===== config.mk =====
export PLATFORM = sky130hd
export DESIGN_NAME = pad_filter
export DESIGN_NICKNAME = d
export VERILOG_FILES = /design/src/rtl/pad_filter_pkg.sv /design/src/rtl/pad_filter_regs.sv /design/src/rtl/pad_filter_tick.sv /design/src/rtl/pad_filter_lane.sv /design/src/rtl/pad_filter.sv
export SDC_FILE = /design/constraint.sdc
export NUM_CORES = 1
export LEC_CHECK = 0
export ABC_AREA = 1
export BUFFER_PORTS_ARGS = -buffer_cell sky130_fd_sc_hd__buf_2
export CAP_MARGIN = 25
export CORE_MARGIN = 8
export CORE_UTILIZATION = 35
export DETAILED_ROUTE_END_ITERATION = 6
export PLACE_DENSITY_LB_ADDON = 0.2
export SKIP_LAST_GASP = 1
export SYNTH_ARGS = -nofsm -noshare
export SYNTH_HDL_FRONTEND = slang
export SYNTH_HIERARCHICAL = 1
export SYNTH_SLANG_ARGS = --single-unit

===== constraint.sdc =====
create_clock -name clk -period 3.68 [get_ports clk]
set_input_delay 0.736 -clock clk [delete_from_list [all_inputs] [get_ports clk]]
set_output_delay 0.736 -clock clk [all_outputs]
set_load 0.05 [all_outputs]

===== src/rtl/pad_filter_pkg.sv =====
package pad_filter_pkg;
   localparam int ADDR_W = 3;
   localparam logic [ADDR_W-1:0] A_FILT_ON  = 3'd0;
   localparam logic [ADDR_W-1:0] A_FILT_OFF = 3'd1;
   localparam logic [ADDR_W-1:0] A_SEL_GLT  = 3'd2;
   localparam logic [ADDR_W-1:0] A_SEL_DBN  = 3'd3;
   localparam logic [ADDR_W-1:0] A_DIVIDER  = 3'd4;
endpackage


===== src/rtl/pad_filter_regs.sv =====
module pad_filter_regs
   import pad_filter_pkg::*;
#(
   parameter int NPIN = 32,
   parameter int DIVW = 14,
   parameter int BUSW = 32
) (
   input  logic              clk,
   input  logic              rst_n,
   input  logic              wr_en,
   input  logic [ADDR_W-1:0] wr_addr,
   input  logic [BUSW-1:0]   wr_data,
   output logic [NPIN-1:0]   en_o,
   output logic [NPIN-1:0]   dbn_o,
   output logic [DIVW-1:0]   div_o,
   output logic              div_wr_o
);
   logic [NPIN-1:0] mask;
   logic [NPIN-1:0] en_q, dbn_q;
   logic [DIVW-1:0] div_q;

   assign mask     = wr_data[NPIN-1:0];
   assign div_wr_o = wr_en && (wr_addr == A_DIVIDER);

   always_ff @(posedge clk or negedge rst_n) begin
      if (!rst_n) begin
         en_q  <= '0;
         dbn_q <= '0;
         div_q <= '0;
      end else if (wr_en) begin
         case (wr_addr)
            A_FILT_ON:  en_q  <= en_q | mask;
            A_FILT_OFF: en_q  <= en_q & ~mask;
            A_SEL_GLT:  dbn_q <= dbn_q & ~mask;
            A_SEL_DBN:  dbn_q <= dbn_q | mask;
            A_DIVIDER:  div_q <= wr_data[DIVW-1:0];
            default: ;
         endcase
      end
   end

   assign en_o  = en_q;
   assign dbn_o = dbn_q;
   assign div_o = div_q;

   AST_DIV_FIELD: assert property (@(posedge clk) disable iff (!rst_n)
      div_wr_o |=> div_o == $past(wr_data[DIVW-1:0]));
   AST_OFF_KEEPS_MODE: assert property (@(posedge clk) disable iff (!rst_n)
      (wr_en && wr_addr == A_FILT_OFF) |=> $stable(dbn_o));
endmodule


===== src/rtl/pad_filter_tick.sv =====
module pad_filter_tick #(
   parameter int DIVW = 14
) (
   input  logic            clk,
   input  logic            rst_n,
   input  logic            slow_en,
   input  logic [DIVW-1:0] div_i,
   input  logic            div_wr_i,
   output logic            tick_o
);
   localparam int CNTW = DIVW + 1;
   logic [CNTW-1:0] cnt_q;
   logic [CNTW-1:0] limit;
   logic            at_end;

   assign limit  = {div_i, 1'b1};
   assign at_end = (cnt_q == limit);
   assign tick_o = slow_en && at_end && !div_wr_i;

   always_ff @(posedge clk or negedge rst_n) begin
      if (!rst_n)
         cnt_q <= '0;
      else if (div_wr_i)
         cnt_q <= '0;
      else if (slow_en)
         cnt_q <= at_end ? '0 : cnt_q + 1'b1;
   end

   AST_CNT_IN_RANGE: assert property (@(posedge clk) disable iff (!rst_n)
      cnt_q <= limit);
   AST_TICK_NEEDS_SLOW: assert property (@(posedge clk) disable iff (!rst_n)
      tick_o |-> slow_en);
endmodule


===== src/rtl/pad_filter_lane.sv =====
module pad_filter_lane (
   input  logic clk,
   input  logic rst_n,
   input  logic din,
   input  logic step,
   input  logic en,
   output logic dout
);
   logic smp_q, st_q;

   always_ff @(posedge clk or negedge rst_n) begin
      if (!rst_n) begin
         smp_q <= 1'b0;
         st_q  <= 1'b0;
      end else if (step) begin
         smp_q <= din;
         if (din == smp_q) st_q <= din;
      end
   end

   assign dout = en ? st_q : din;

   AST_TWO_SAMPLES: assert property (@(posedge clk) disable iff (!rst_n)
      (st_q != $past(st_q)) |-> ($past(smp_q) == st_q && $past(din) == st_q));
   AST_HOLD_NO_STEP: assert property (@(posedge clk) disable iff (!rst_n)
      !step |=> $stable(st_q));
endmodule


===== src/rtl/pad_filter.sv =====
module pad_filter
   import pad_filter_pkg::*;
#(
   parameter int NPIN = 32,
   parameter int DIVW = 14,
   parameter int BUSW = 32
) (
   input  logic              clk,
   input  logic              rst_n,
   input  logic              wr_en,
   input  logic [ADDR_W-1:0] wr_addr,
   input  logic [BUSW-1:0]   wr_data,
   input  logic              slow_en,
   input  logic [NPIN-1:0]   pad_in,
   output logic [NPIN-1:0]   filt_out
);
   generate
      if (NPIN < 1 || NPIN > BUSW) begin : g_bad_npin
         $error("NPIN must be between 1 and BUSW");
      end
      if (DIVW < 1 || DIVW >= BUSW) begin : g_bad_divw
         $error("DIVW must be between 1 and BUSW-1");
      end
   endgenerate

   logic [NPIN-1:0] en, dbn;
   logic [DIVW-1:0] div;
   logic            div_wr, tick;

   pad_filter_regs #(.NPIN(NPIN), .DIVW(DIVW), .BUSW(BUSW)) u_regs (
      .clk(clk), .rst_n(rst_n), .wr_en(wr_en), .wr_addr(wr_addr),
      .wr_data(wr_data), .en_o(en), .dbn_o(dbn), .div_o(div), .div_wr_o(div_wr)
   );

   pad_filter_tick #(.DIVW(DIVW)) u_tick (
      .clk(clk), .rst_n(rst_n), .slow_en(slow_en), .div_i(div),
      .div_wr_i(div_wr), .tick_o(tick)
   );

   for (genvar i = 0; i < NPIN; i++) begin : g_lane
      logic step;
      assign step = dbn[i] ? tick : 1'b1;
      pad_filter_lane u_lane (
         .clk(clk), .rst_n(rst_n), .din(pad_in[i]), .step(step),
         .en(en[i]), .dout(filt_out[i])
      );
      AST_OFF_PASSES: assert property (@(posedge clk) disable iff (!rst_n)
         (!$past(en[i]) && !en[i]) |-> filt_out[i] == pad_in[i]);
   end
endmodule


==> results of run 1 <==
==> Yosys cell counts, types with 4 or more instances <==
cell type / number
inv_1: 119
nand3_1: 106
nand2_2: 6
nor2_1: 58
nand2_1: 476
dfrtp_1: 157
o21ai_0: 34
a21oi_1: 33
nand4_1: 35
a21oi_2: 7
nor2_2: 8
xor2_1: 7
buf_2: 21
o21ai_2: 5
buf_4: 6
clkbuf_1: 4
inv_2: 15
==> worst max-delay path by stage <==
stage,to,slack [ns],startpoint,cells past startpoint
5_1_grt,g_lane[31].u_lane/st_q,0.83,wr_addr[2],16
3_3_place_gp,g_lane[30].u_lane/st_q,0.70,wr_addr[2],15
3_5_place_dp,g_lane[15].u_lane/st_q,0.67,wr_addr[2],15
2_1_floorplan,g_lane[23].u_lane/st_q,1.25,wr_addr[1],15
4_1_cts,g_lane[15].u_lane/st_q,1.13,wr_addr[2],15
6_report,g_lane[25].u_lane/st_q,1.12,wr_addr[2],16
==> logic make-up (layout without fill, tap and decap cells) <==
group / count (synthesis) / in the layout / share of synthesized area [%]
AOI/OAI and AO/OA: 83 / 83 / 5.67
xor gates and xnor gates: 8 / 8 / 0.861
adders and majority gates: 1 / 1 / 0.154
buffers and inverters: 170 / 273 / 8.72
DFF: 157 / 157 / 48.3
and+or+nand+nor: 701 / 701 / 36.3
==> layer usage <==
| metal | wire (µm) | up-vias |
|---|---|---|
| li1 | - | 3673 |
| met1 | 10400 | 3343 |
| met2 | 9830 | 132 |
| met3 | 807 | 28 |
| met4 | 263 | 6 |
| met5 | 37 | - |
==> critical path: cells and delay by family <==
family	cells	cell delay (ns)
simple gates	9	1.07
buf+inv	7	1.08
==> metrics by stage <==
stage | total power [W] | setup slack [ns] | utilization [%] | cell area [µm²]
after global placement | 0.00355 | 0.696 | 39.1 | 8880
after floorplan | 0.00317 | 1.25 | - | 8140
after detailed placement | 0.00356 | 0.672 | 39.1 | 8880
final | 0.00518 | 1.12 | 41.5 | 9420
after global routing | 0.00552 | 0.831 | 41.5 | 9420
after CTS | 0.00525 | 1.13 | 41.5 | 9420
==> final cells by class <==
| class | count | area (µm²) | share of cell area (%) |
|---|---|---|---|
| Inverter | 134 | 503 | 5.34 |
| Timing Repair Buffer | 107 | 567 | 6.02 |
| Tap cell | 285 | 357 | 3.78 |
| Multi-Input combinational cell | 793 | 3520 | 37.4 |
| Clock buffer | 22 | 454 | 4.82 |
| Clock inverter | 10 | 90.1 | 0.956 |
| Sequential cell | 157 | 3930 | 41.7 |
==> power by group <==
group	internal, W	total (W)	switching (W)
sequential	0.00201	0.00221	0.000207
combinational	0.000386	0.00131	0.000924
clock	0.000947	0.00166	0.000713
==> results.sh, run 1 <==
export IMPL_ant_nets=0
export IMPL_cp_common_cell="nand2_1"
export IMPL_cp_data_required_time_ns=4.05
export IMPL_start_util_pct=35.8
export IMPL_num_rows=55
export IMPL_finalNonFillerCells=1508
export IMPL_grt_pass1_vias=7066
export IMPL_cts_tree="yes"
export IMPL_routed_via_density=4.76
export IMPL_cts_buffer_depth=2
export IMPL_drt_iter0_drc=485
export IMPL_io_buffer_count=102
export IMPL_root_buffer="clkbuf_16"
export IMPL_critical_path_arrival_ns=2.93
export IMPL_rsz0062_at_grt="false"
export IMPL_power_leakage_nw=5.13
export IMPL_fillers=2336
export IMPL_reg2regPathDepth=13
export IMPL_post_synth_top_area_cell="dfrtp_1"
export IMPL_die_area_um2=28400
export IMPL_final_cell_mix="nand2_1, dfrtp_1, inv_1"
export IMPL_cp_slowest_cell="nor2_1"
export IMPL_grt_pass1_wl_um=36000
export IMPL_startpoint_type="primary input"
export IMPL_async_flop_share_pct=100
export IMPL_cp_cell_sequence="buf_2 > nand2_1 > inv_2 > nand2_1 > buf_4 > inv_2 > nor2_2 > nor2_1 > inv_1 > nor2_1 > inv_2 > nand2_1 > nand2_1 > inv_1 > nand2_1 > nand2_1"
export IMPL_yosys_warnings=6
export IMPL_die_y_um=168
export IMPL_vias=7182
export IMPL_grt_usage_pct=15.6
export IMPL_synth_edf_count=0
export IMPL_core_area_um2=22700
export IMPL_hold_viol=0
export IMPL_gr_usage_met3_pct=3.40
export IMPL_critical_path_reg2reg_endpoint="g_lane[25].u_lane/st_q"
export IMPL_drive_gt1_share_pct=15.1
export IMPL_r2r_start="u_tick/cnt_q[9]"
export IMPL_final_common_cell="nand2_1"
export IMPL_relSlewSlack_pct=39.1
export IMPL_wirelength_um=21400
export IMPL_ctsHtreeMaxLevel=4
export IMPL_firstDrtPassIters=5
export IMPL_io_pins=103
export IMPL_cts_resized=0
export IMPL_diodes=0
export IMPL_fin_nets=1282
export IMPL_rrSetupSlack_ns=1.47
export IMPL_yosys_area_top_type_share_pct=48.3
export IMPL_top_usage_layer="met2"
export IMPL_drc=0
export IMPL_dp_cells=1476
export IMPL_cap_violations=0
export IMPL_grt_overflow=0
export IMPL_use_met2_pct=24.9
export IMPL_whs_ns=0.296
export IMPL_cts_setup_buffers=0
export IMPL_globalRouteMet1Util_pct=20.9
export IMPL_fin_crit_sh_pct=69.6
export IMPL_max_freq_mhz=390
export IMPL_slowest_delay_ns=0.31
export IMPL_slew_violations=0
export IMPL_postCtsHoldBufs=0
export IMPL_vdd_drop_max_mv=0.323
export IMPL_netlist_area_um2=8140
export IMPL_skew_ns=0.0117
export IMPL_clock_sinks=157
export IMPL_clk_pin_slew_ns=0.07
export IMPL_finalSetupTns_ns=0
export IMPL_power_density_nw_per_um2=550
export IMPL_syn_nets=1192
export IMPL_synth_seq_cells=157
export IMPL_synthDistinctLibCells=31
export IMPL_syn_to_final_growth_pct=15.8
export IMPL_post_synth_cell_area_avg_um2=7.26
export IMPL_clk_latency_ns=0.43
export IMPL_synth_ff_type="dfrtp_1"
export IMPL_worst_pin_slew_ns=0.912
export IMPL_yosys_top_cells_area="dfrtp_1, nand2_1, nand3_1"
export IMPL_worstHoldPathType="primary input to asynchronous set/reset pin"
export IMPL_min_period_ns=2.56
export IMPL_critPathMaxFanout=32
export IMPL_setup_viol=0
export IMPL_crit_type="primary input to register"
export IMPL_gp_congestion=0.836
export IMPL_detailed_place_hpwl_um=14700
export IMPL_antenna_found_initial=3
export IMPL_cts_buffers=17
export IMPL_run_status="finished clean"
export IMPL_syn_inst=1120
export IMPL_seq_area_frac_synth_pct=48.3
export IMPL_crit_path_end_kind="register"
export IMPL_grt_max_degree=95
export IMPL_fp_dieW_um=168
export IMPL_wl_per_cell_um=14.2
Power figures use the tool's default switching activity.
==> run 2: changes to the inputs <==
- ABC_AREA: 1 -> 0
- clock period: 3.68 -> 2.27 ns (I/O delays scaled with it)
==> run 2 against run 1 <==
Sequential share of layout area fell by 2.8 points. Sequential power rose by 86%. Cell area rose by 7.2%. Global-route usage fell by 1.1 points. Largest power group unchanged. Highest routed layer is now met4.
==> results.sh, run 2 <==
export IMPL_cts_buffer_depth=2
export IMPL_die_area_um2=28400
export IMPL_cts_tree="yes"
export IMPL_cp_top_family="simple AND/OR/NAND/NOR gates"
export IMPL_dpl_worst_slack_ns=-0.00970
export IMPL_switchingPower_w=0.00343
export IMPL_slowest_delay_ns=0.46
export IMPL_power_density_nw_per_um2=1010
export IMPL_clock_sinks=157
export IMPL_grt_pass1_vias=6205
export IMPL_intPower_w=0.00673
export IMPL_syn_to_final_growth_pct=24.2
export IMPL_slew_violations=0
export IMPL_synth_seq_cells=157
export IMPL_seq_power_share_pct=40.4
export IMPL_yosys_top_cells_area="dfrtp_1, mux2_2, nand2b_1"
export IMPL_startpoint_type="register"
export IMPL_combPwrFrac_pct=31.4
export IMPL_fin_area_um2=10100
export IMPL_finish_utilization_pct=44.5
export IMPL_run_status="finished clean"
export IMPL_synthDistinctLibCells=49
export IMPL_io_buffer_count=102
export IMPL_ctsHtreeMaxLevel=4
export IMPL_grt_max_degree=65
export IMPL_power_leakage_nw=4.54
export IMPL_die_y_um=168
export IMPL_drt_iter0_drc=349
export IMPL_post_dp_cell_area_um2=9380
export IMPL_gp_congestion=0.783
export IMPL_netlist_area_um2=8130
export IMPL_cp_num_buf_inv=2
export IMPL_clk_latency_ns=0.42
export IMPL_finalWorstSetupSlack_ns=0.00643
export IMPL_syn_nets=728
export IMPL_ant_nets=0
export IMPL_seq_area_frac_synth_pct=48.3
export IMPL_postCtsHoldBufs=0
export IMPL_fp_dieW_um=168
export IMPL_hold_viol=0
export IMPL_finalSetupTns_ns=0
export IMPL_vias=5562
export IMPL_wl_per_cell_um=18.4
export IMPL_yosys_warnings=6
export IMPL_worstHoldPathType="primary input to asynchronous set/reset pin"
export IMPL_core_area_um2=22700
export IMPL_final_common_cell="dfrtp_1"
export IMPL_synth_ff_type="dfrtp_1"
export IMPL_antenna_found_initial=0
export IMPL_start_util_pct=35.8
export IMPL_cp_cell_sequence="xnor2_2 > nand4_1 > nor4_4 > nor3b_4 > buf_4 > buf_16 > nand2b_4 > mux2_4"
export IMPL_critical_path_arrival_ns=2.56
export IMPL_vdd_drop_max_mv=0.437
export IMPL_grt_pass1_wl_um=33000
export IMPL_syn_inst=656
export IMPL_cap_violations=0
export IMPL_sw_frac_of_total_pct=33.8
export IMPL_firstDrtPassIters=4
export IMPL_async_flop_share_pct=100
export IMPL_skew_ns=0.0122
export IMPL_cts_buffers=17
export IMPL_max_freq_mhz=442
export IMPL_netlist_top_cells_count="dfrtp_1, mux2_2, nand2b_1"
export IMPL_drc=0
export IMPL_post_synth_top_area_cell="dfrtp_1"
export IMPL_min_period_ns=2.26
export IMPL_cp_slowest_cell="dfrtp_2"
export IMPL_synth_most_common_cell="dfrtp_1"
export IMPL_routed_via_density=5.20
export IMPL_crit_path_end_kind="register"
export IMPL_crit_type="register to register"
export IMPL_fin_crit_sh_pct=99.7
export IMPL_final_cell_mix="dfrtp_1, buf_2, mux2_2"
export IMPL_cp_data_required_time_ns=2.57
export IMPL_synth_edf_count=0
export IMPL_clk_pin_slew_ns=0.06
export IMPL_clkPwrFrac_pct=28.2
export IMPL_setup_viol=0
export IMPL_grt_usage_pct=14.4
export IMPL_diodes=0
export IMPL_worst_pin_slew_ns=0.767
export IMPL_rsz0062_at_grt="true"
export IMPL_num_rows=55
export IMPL_io_pins=103
export IMPL_yosys_area_top_type_share_pct=48.3
export IMPL_drive_gt1_share_pct=44.3
export IMPL_detailed_place_hpwl_um=13000
export IMPL_post_synth_cell_area_avg_um2=12.4
export IMPL_wirelength_um=19700
export IMPL_fin_nets=843
export IMPL_grt_overflow=0
export IMPL_root_buffer="clkbuf_16"
export IMPL_critPathMaxFanout=11
export IMPL_total_power_w=0.0102
export IMPL_relSlewSlack_pct=48.8
==> run 2: path summary, 6_finish.rpt <==
kind                                         from                 endpoint  slack, ns  cells past startpoint
setup reg to reg                 u_tick/cnt_q[10]  g_lane[14].u_lane/smp_q      0.006                      8
hold / removal                              rst_n    g_lane[9].u_lane/st_q       0.01                      1
min in group clk                        pad_in[8]    g_lane[8].u_lane/st_q       0.30                      2
max in group asynchronous                   rst_n  g_lane[28].u_lane/smp_q       1.51                      2
setup / recovery                 u_tick/cnt_q[10]  g_lane[14].u_lane/smp_q      0.006                      8
hold reg to reg            g_lane[14].u_lane/st_q   g_lane[14].u_lane/st_q       0.52                      1
==> run 2: worst register-to-register path: stages (launching register included) <==
cell	delay [ns]
dfrtp_2	0.46
xnor2_2	0.16
nand4_1	0.16
nor4_4	0.32
nor3b_4	0.29
buf_4	0.18
buf_16	0.14
nand2b_4	0.15
mux2_4	0.30
==> run 2: per-stage QoR <==
step	hold WS (ns)	cells
global placement	0.479	1032
finish	0.0149	1069
floorplan	0.158	656
detailed placement	0.482	1032
CTS	0.0344	1067
global route	0.0610	1069
==> run 2: timing repair <==
action / 4_1_cts / 5_1_grt
gates cloned: 1 / 0
resized for setup: 4 / 10
setup endpoints to repair: 24 / 51
pin swaps: 0 / 4
hold endpoints to repair: 0 / 0
buffers inserted: 2 / 2
==> run 2: metal layers <==
| metal | global-route usage, % | routed length, µm |
|---|---|---|
| met4 | 4.43 | 265 |
| met1 | 18.7 | 9200 |
| met3 | 3.34 | 741 |
| met5 | 0 | 0 |
| met2 | 23.4 | 9520 |
==> run 2: layout make-up <==
class | count | area (µm²)
Fill cell | 2103 | 12600
Multi-Input combinational cell | 426 | 4270
Sequential cell | 157 | 3930
Timing Repair Buffer | 135 | 821
Clock buffer | 19 | 453
Tap cell | 285 | 357
Clock inverter | 13 | 139
Inverter | 34 | 128
==> run 2: cells by family (layout without fill, tap and decap cells) <==
family / count (synthesis) / count (layout) / share of synthesized area [%]
XOR/XNOR: 20 / 20 / 2.34
multiplexers: 143 / 143 / 19.7
AO/OA/AOI/OAI: 78 / 78 / 7.69
adder cells (fa/ha/maj): 1 / 1 / 0.154
flip-flops: 157 / 157 / 48.3
buffers and inverters: 73 / 201 / 4.25
AND/OR/NAND/NOR: 184 / 184 / 17.6
==> run 2: power by group through the flow <==
stage	combinational, W	sequential (W)	clock [W]
after CTS	0.00321	0.00409	0.00295
after detailed placement	0.00319	0.00413	0
after global routing	0.00345	0.00421	0.00306
after floorplan	0.00258	0.00399	0
after global placement	0.00309	0.00409	0
final	0.00320	0.00410	0.00287
==> run 3: changes to the inputs <==
- SYNTH_HIERARCHICAL: 1 -> default
==> run 3 against run 2 <==
Routed wire length is 5.3% lower. Cell count up 7.8%. Clock skew barely moved. Core utilization decreased by 2.6 points. Synthesized cell count grew 16%. Combinational power fell by 21%. Largest power group unchanged.
==> results.sh, run 3 <==
export IMPL_rsz0062_at_grt="false"
export IMPL_wl_met2_um=8500
export IMPL_critPathMaxFanout=31
export IMPL_gp_congestion=0.739
export IMPL_seq_area_frac_synth_pct=49.9
export IMPL_diodes=0
export IMPL_netlist_top_cells_count="nand2_1, dfrtp_1, o21ai_0"
export IMPL_slew_violations=0
export IMPL_min_from="wr_data[10]"
export IMPL_syn_inst=761
export IMPL_startpoint_type="register"
export IMPL_grt_max_degree=48
export IMPL_drc=0
export IMPL_setup_worst_path_start="u_tick.cnt_q[3]"
export IMPL_hold_viol=0
export IMPL_cap_violations=0
export IMPL_vdd_drop_max_mv=0.481
export IMPL_maxUsedRoutingLayer="met4"
export IMPL_start_util_pct=35.2
export IMPL_power_leakage_nw=4.03
export IMPL_fillers=2167
export IMPL_detailed_place_hpwl_um=12900
export IMPL_fp_dieW_um=166
export IMPL_cp_slowest_cell="or4_4"
export IMPL_io_pins=103
export IMPL_num_rows=55
export IMPL_dr_wl_met3_um=763
export IMPL_wl_met1_um=9160
export IMPL_firstDrtPassIters=5
export IMPL_cts_setup_buffers=0
export IMPL_syn_to_final_growth_pct=19.1
export IMPL_final_common_cell="nand2_1"
export IMPL_fin_nets=927
export IMPL_fin_crit_sh_pct=96.9
export IMPL_synth_ff_type="dfrtp_1"
export IMPL_drt_iter0_drc=241
export IMPL_worstHoldPathType="primary input to register"
export IMPL_cp_data_required_time_ns=2.58
export IMPL_clock_sinks=157
export IMPL_wirelength_um=18700
export IMPL_die_y_um=166
export IMPL_worst_pin_slew_ns=0.466
export IMPL_clk_pin_slew_ns=0.06
export IMPL_vias=5695
export IMPL_cts_buffer_depth=2
export IMPL_final_cell_mix="nand2_1, dfrtp_1, buf_2"
export IMPL_post_synth_cell_area_avg_um2=10.3
export IMPL_critical_path_arrival_ns=2.51
export IMPL_synth_seq_cells=157
export IMPL_antenna_found_initial=0
export IMPL_synth_edf_count=0
export IMPL_grt_pass1_vias=5758
export IMPL_synthDistinctLibCells=29
export IMPL_whs_ns=0.270
export IMPL_post_synth_top_area_cell="dfrtp_1"
export IMPL_cp_cell_sequence="xnor2_1 > nand3_1 > or4_4 > buf_12 > o21a_1 > mux2_4"
export IMPL_routed_via_density=4.94
export IMPL_clk_latency_ns=0.43
export IMPL_crit_path_end_kind="register"
export IMPL_relSlewSlack_pct=68.9
export IMPL_yosys_area_top_type_share_pct=49.9
export IMPL_yosys_warnings=0
export IMPL_r2r_start="u_tick.cnt_q[3]"
export IMPL_io_buffer_count=102
export IMPL_run_status="finished clean"
export IMPL_grt_usage_pct=13.9
export IMPL_ctsHtreeMaxLevel=4
export IMPL_core_area_um2=22400
export IMPL_root_buffer="clkbuf_16"
export IMPL_synth_most_common_cell="nand2_1"
export IMPL_yosys_top_cells_area="dfrtp_1, mux2_2, nand2_1"
export IMPL_die_area_um2=27500
export IMPL_cts_tree="yes"
export IMPL_grt_overflow=0
export IMPL_wl_per_cell_um=16.2
export IMPL_finalWorstSetupSlack_ns=0.0710
export IMPL_ant_nets=0
export IMPL_setup_viol=0
export IMPL_dpl_worst_slack_ns=-0.152
export IMPL_total_power_w=0.00954
export IMPL_max_freq_mhz=455
export IMPL_power_density_nw_per_um2=1020
export IMPL_cts_buffers=17
export IMPL_syn_nets=833
export IMPL_grt_pass1_wl_um=30900
export IMPL_min_period_ns=2.20
export IMPL_slowest_delay_ns=0.61
export IMPL_crit_type="register to register"
export IMPL_skew_ns=0.0124
export IMPL_drive_gt1_share_pct=31.7
export IMPL_async_flop_share_pct=100
export IMPL_netlist_area_um2=7870
run 3: area by class of cell:
class                      count  area, µm²  area share, %
clock buffer                  22        484           5.17
clock inverter                 9        134           1.43
inverter                       1       3.75         0.0400
multi-input combinational    535       3560           38.0
sequential                   157       3930           41.9
tap                          285        357           3.80
timing repair buffer         143        902           9.62
run 3: where the power goes:
group,total (W),internal [W],leakage (nW),switching (W)
logic,0.00254,0.00116,1.86,0.00138
registers,0.00398,0.00349,1.87,0.000495
clock network,0.00302,0.00185,0.303,0.00117
total,0.00954,0.00649,4.03,0.00305
run 3: final timing paths:
path / cells past startpoint / slack (ns) / endpoint
setup / recovery: 6 / 0.07 / g_lane[23].u_lane.smp_q
hold / removal: 3 / 0.27 / u_regs.div_o[10]
setup reg to reg: 6 / 0.07 / g_lane[23].u_lane.smp_q
hold reg to reg: 2 / 0.49 / register
max in group asynchronous: 3 / 1.11 / asynchronous set/reset pin
min in group asynchronous: 2 / 0.52 / asynchronous set/reset pin
run 3: routing by layer:
metal,track usage (%),vias to the layer above
li1,-,2853
met1,18.6,2717
met2,22.0,109
met3,3.30,16
met4,4.47,0
met5,0,-
run 3: critical path: cells and delay by family (launching register included):
family	cells	cell delay, ns
AOI/OAI and AO/OA	1	0.21
muxes	1	0.29
buffers and inverters	1	0.20
DFF	1	0.39
and+or+nand+nor	2	0.73
xor gates and xnor gates	1	0.24
run 3: stage by stage:
stage | utilization (%) | area (µm²) | setup TNS [ns] | cells
after floorplan | - | 7870 | 0 | 761
after global placement | 39.0 | 8730 | -5.12 | 1120
after detailed placement | 39.0 | 8730 | -4.50 | 1120
after CTS | 41.9 | 9370 | 0 | 1152
after global routing | 41.9 | 9370 | 0 | 1152
final | 41.9 | 9370 | 0 | 1152
run 3: logic make-up (layout without fill, tap and decap cells):
logic type,after synthesis,in the layout,synth area share (%)
simple gates,238,238,12.6
compound gates,178,178,14.4
flops,157,157,49.9
mux,102,102,15.7
buf+inv,69,175,5.31
xor+xnor,16,16,1.88
fa+ha+maj,1,1,0.159
run 3: what timing repair did:
item / in CTS / in global routing
gates resized for setup: 2 / 1
hold endpoints to repair: 40 / 0
setup endpoints to repair: 46 / 5
cloned: 0 / 0
hold buffers: 1 / 0
pin swaps: 0 / 0
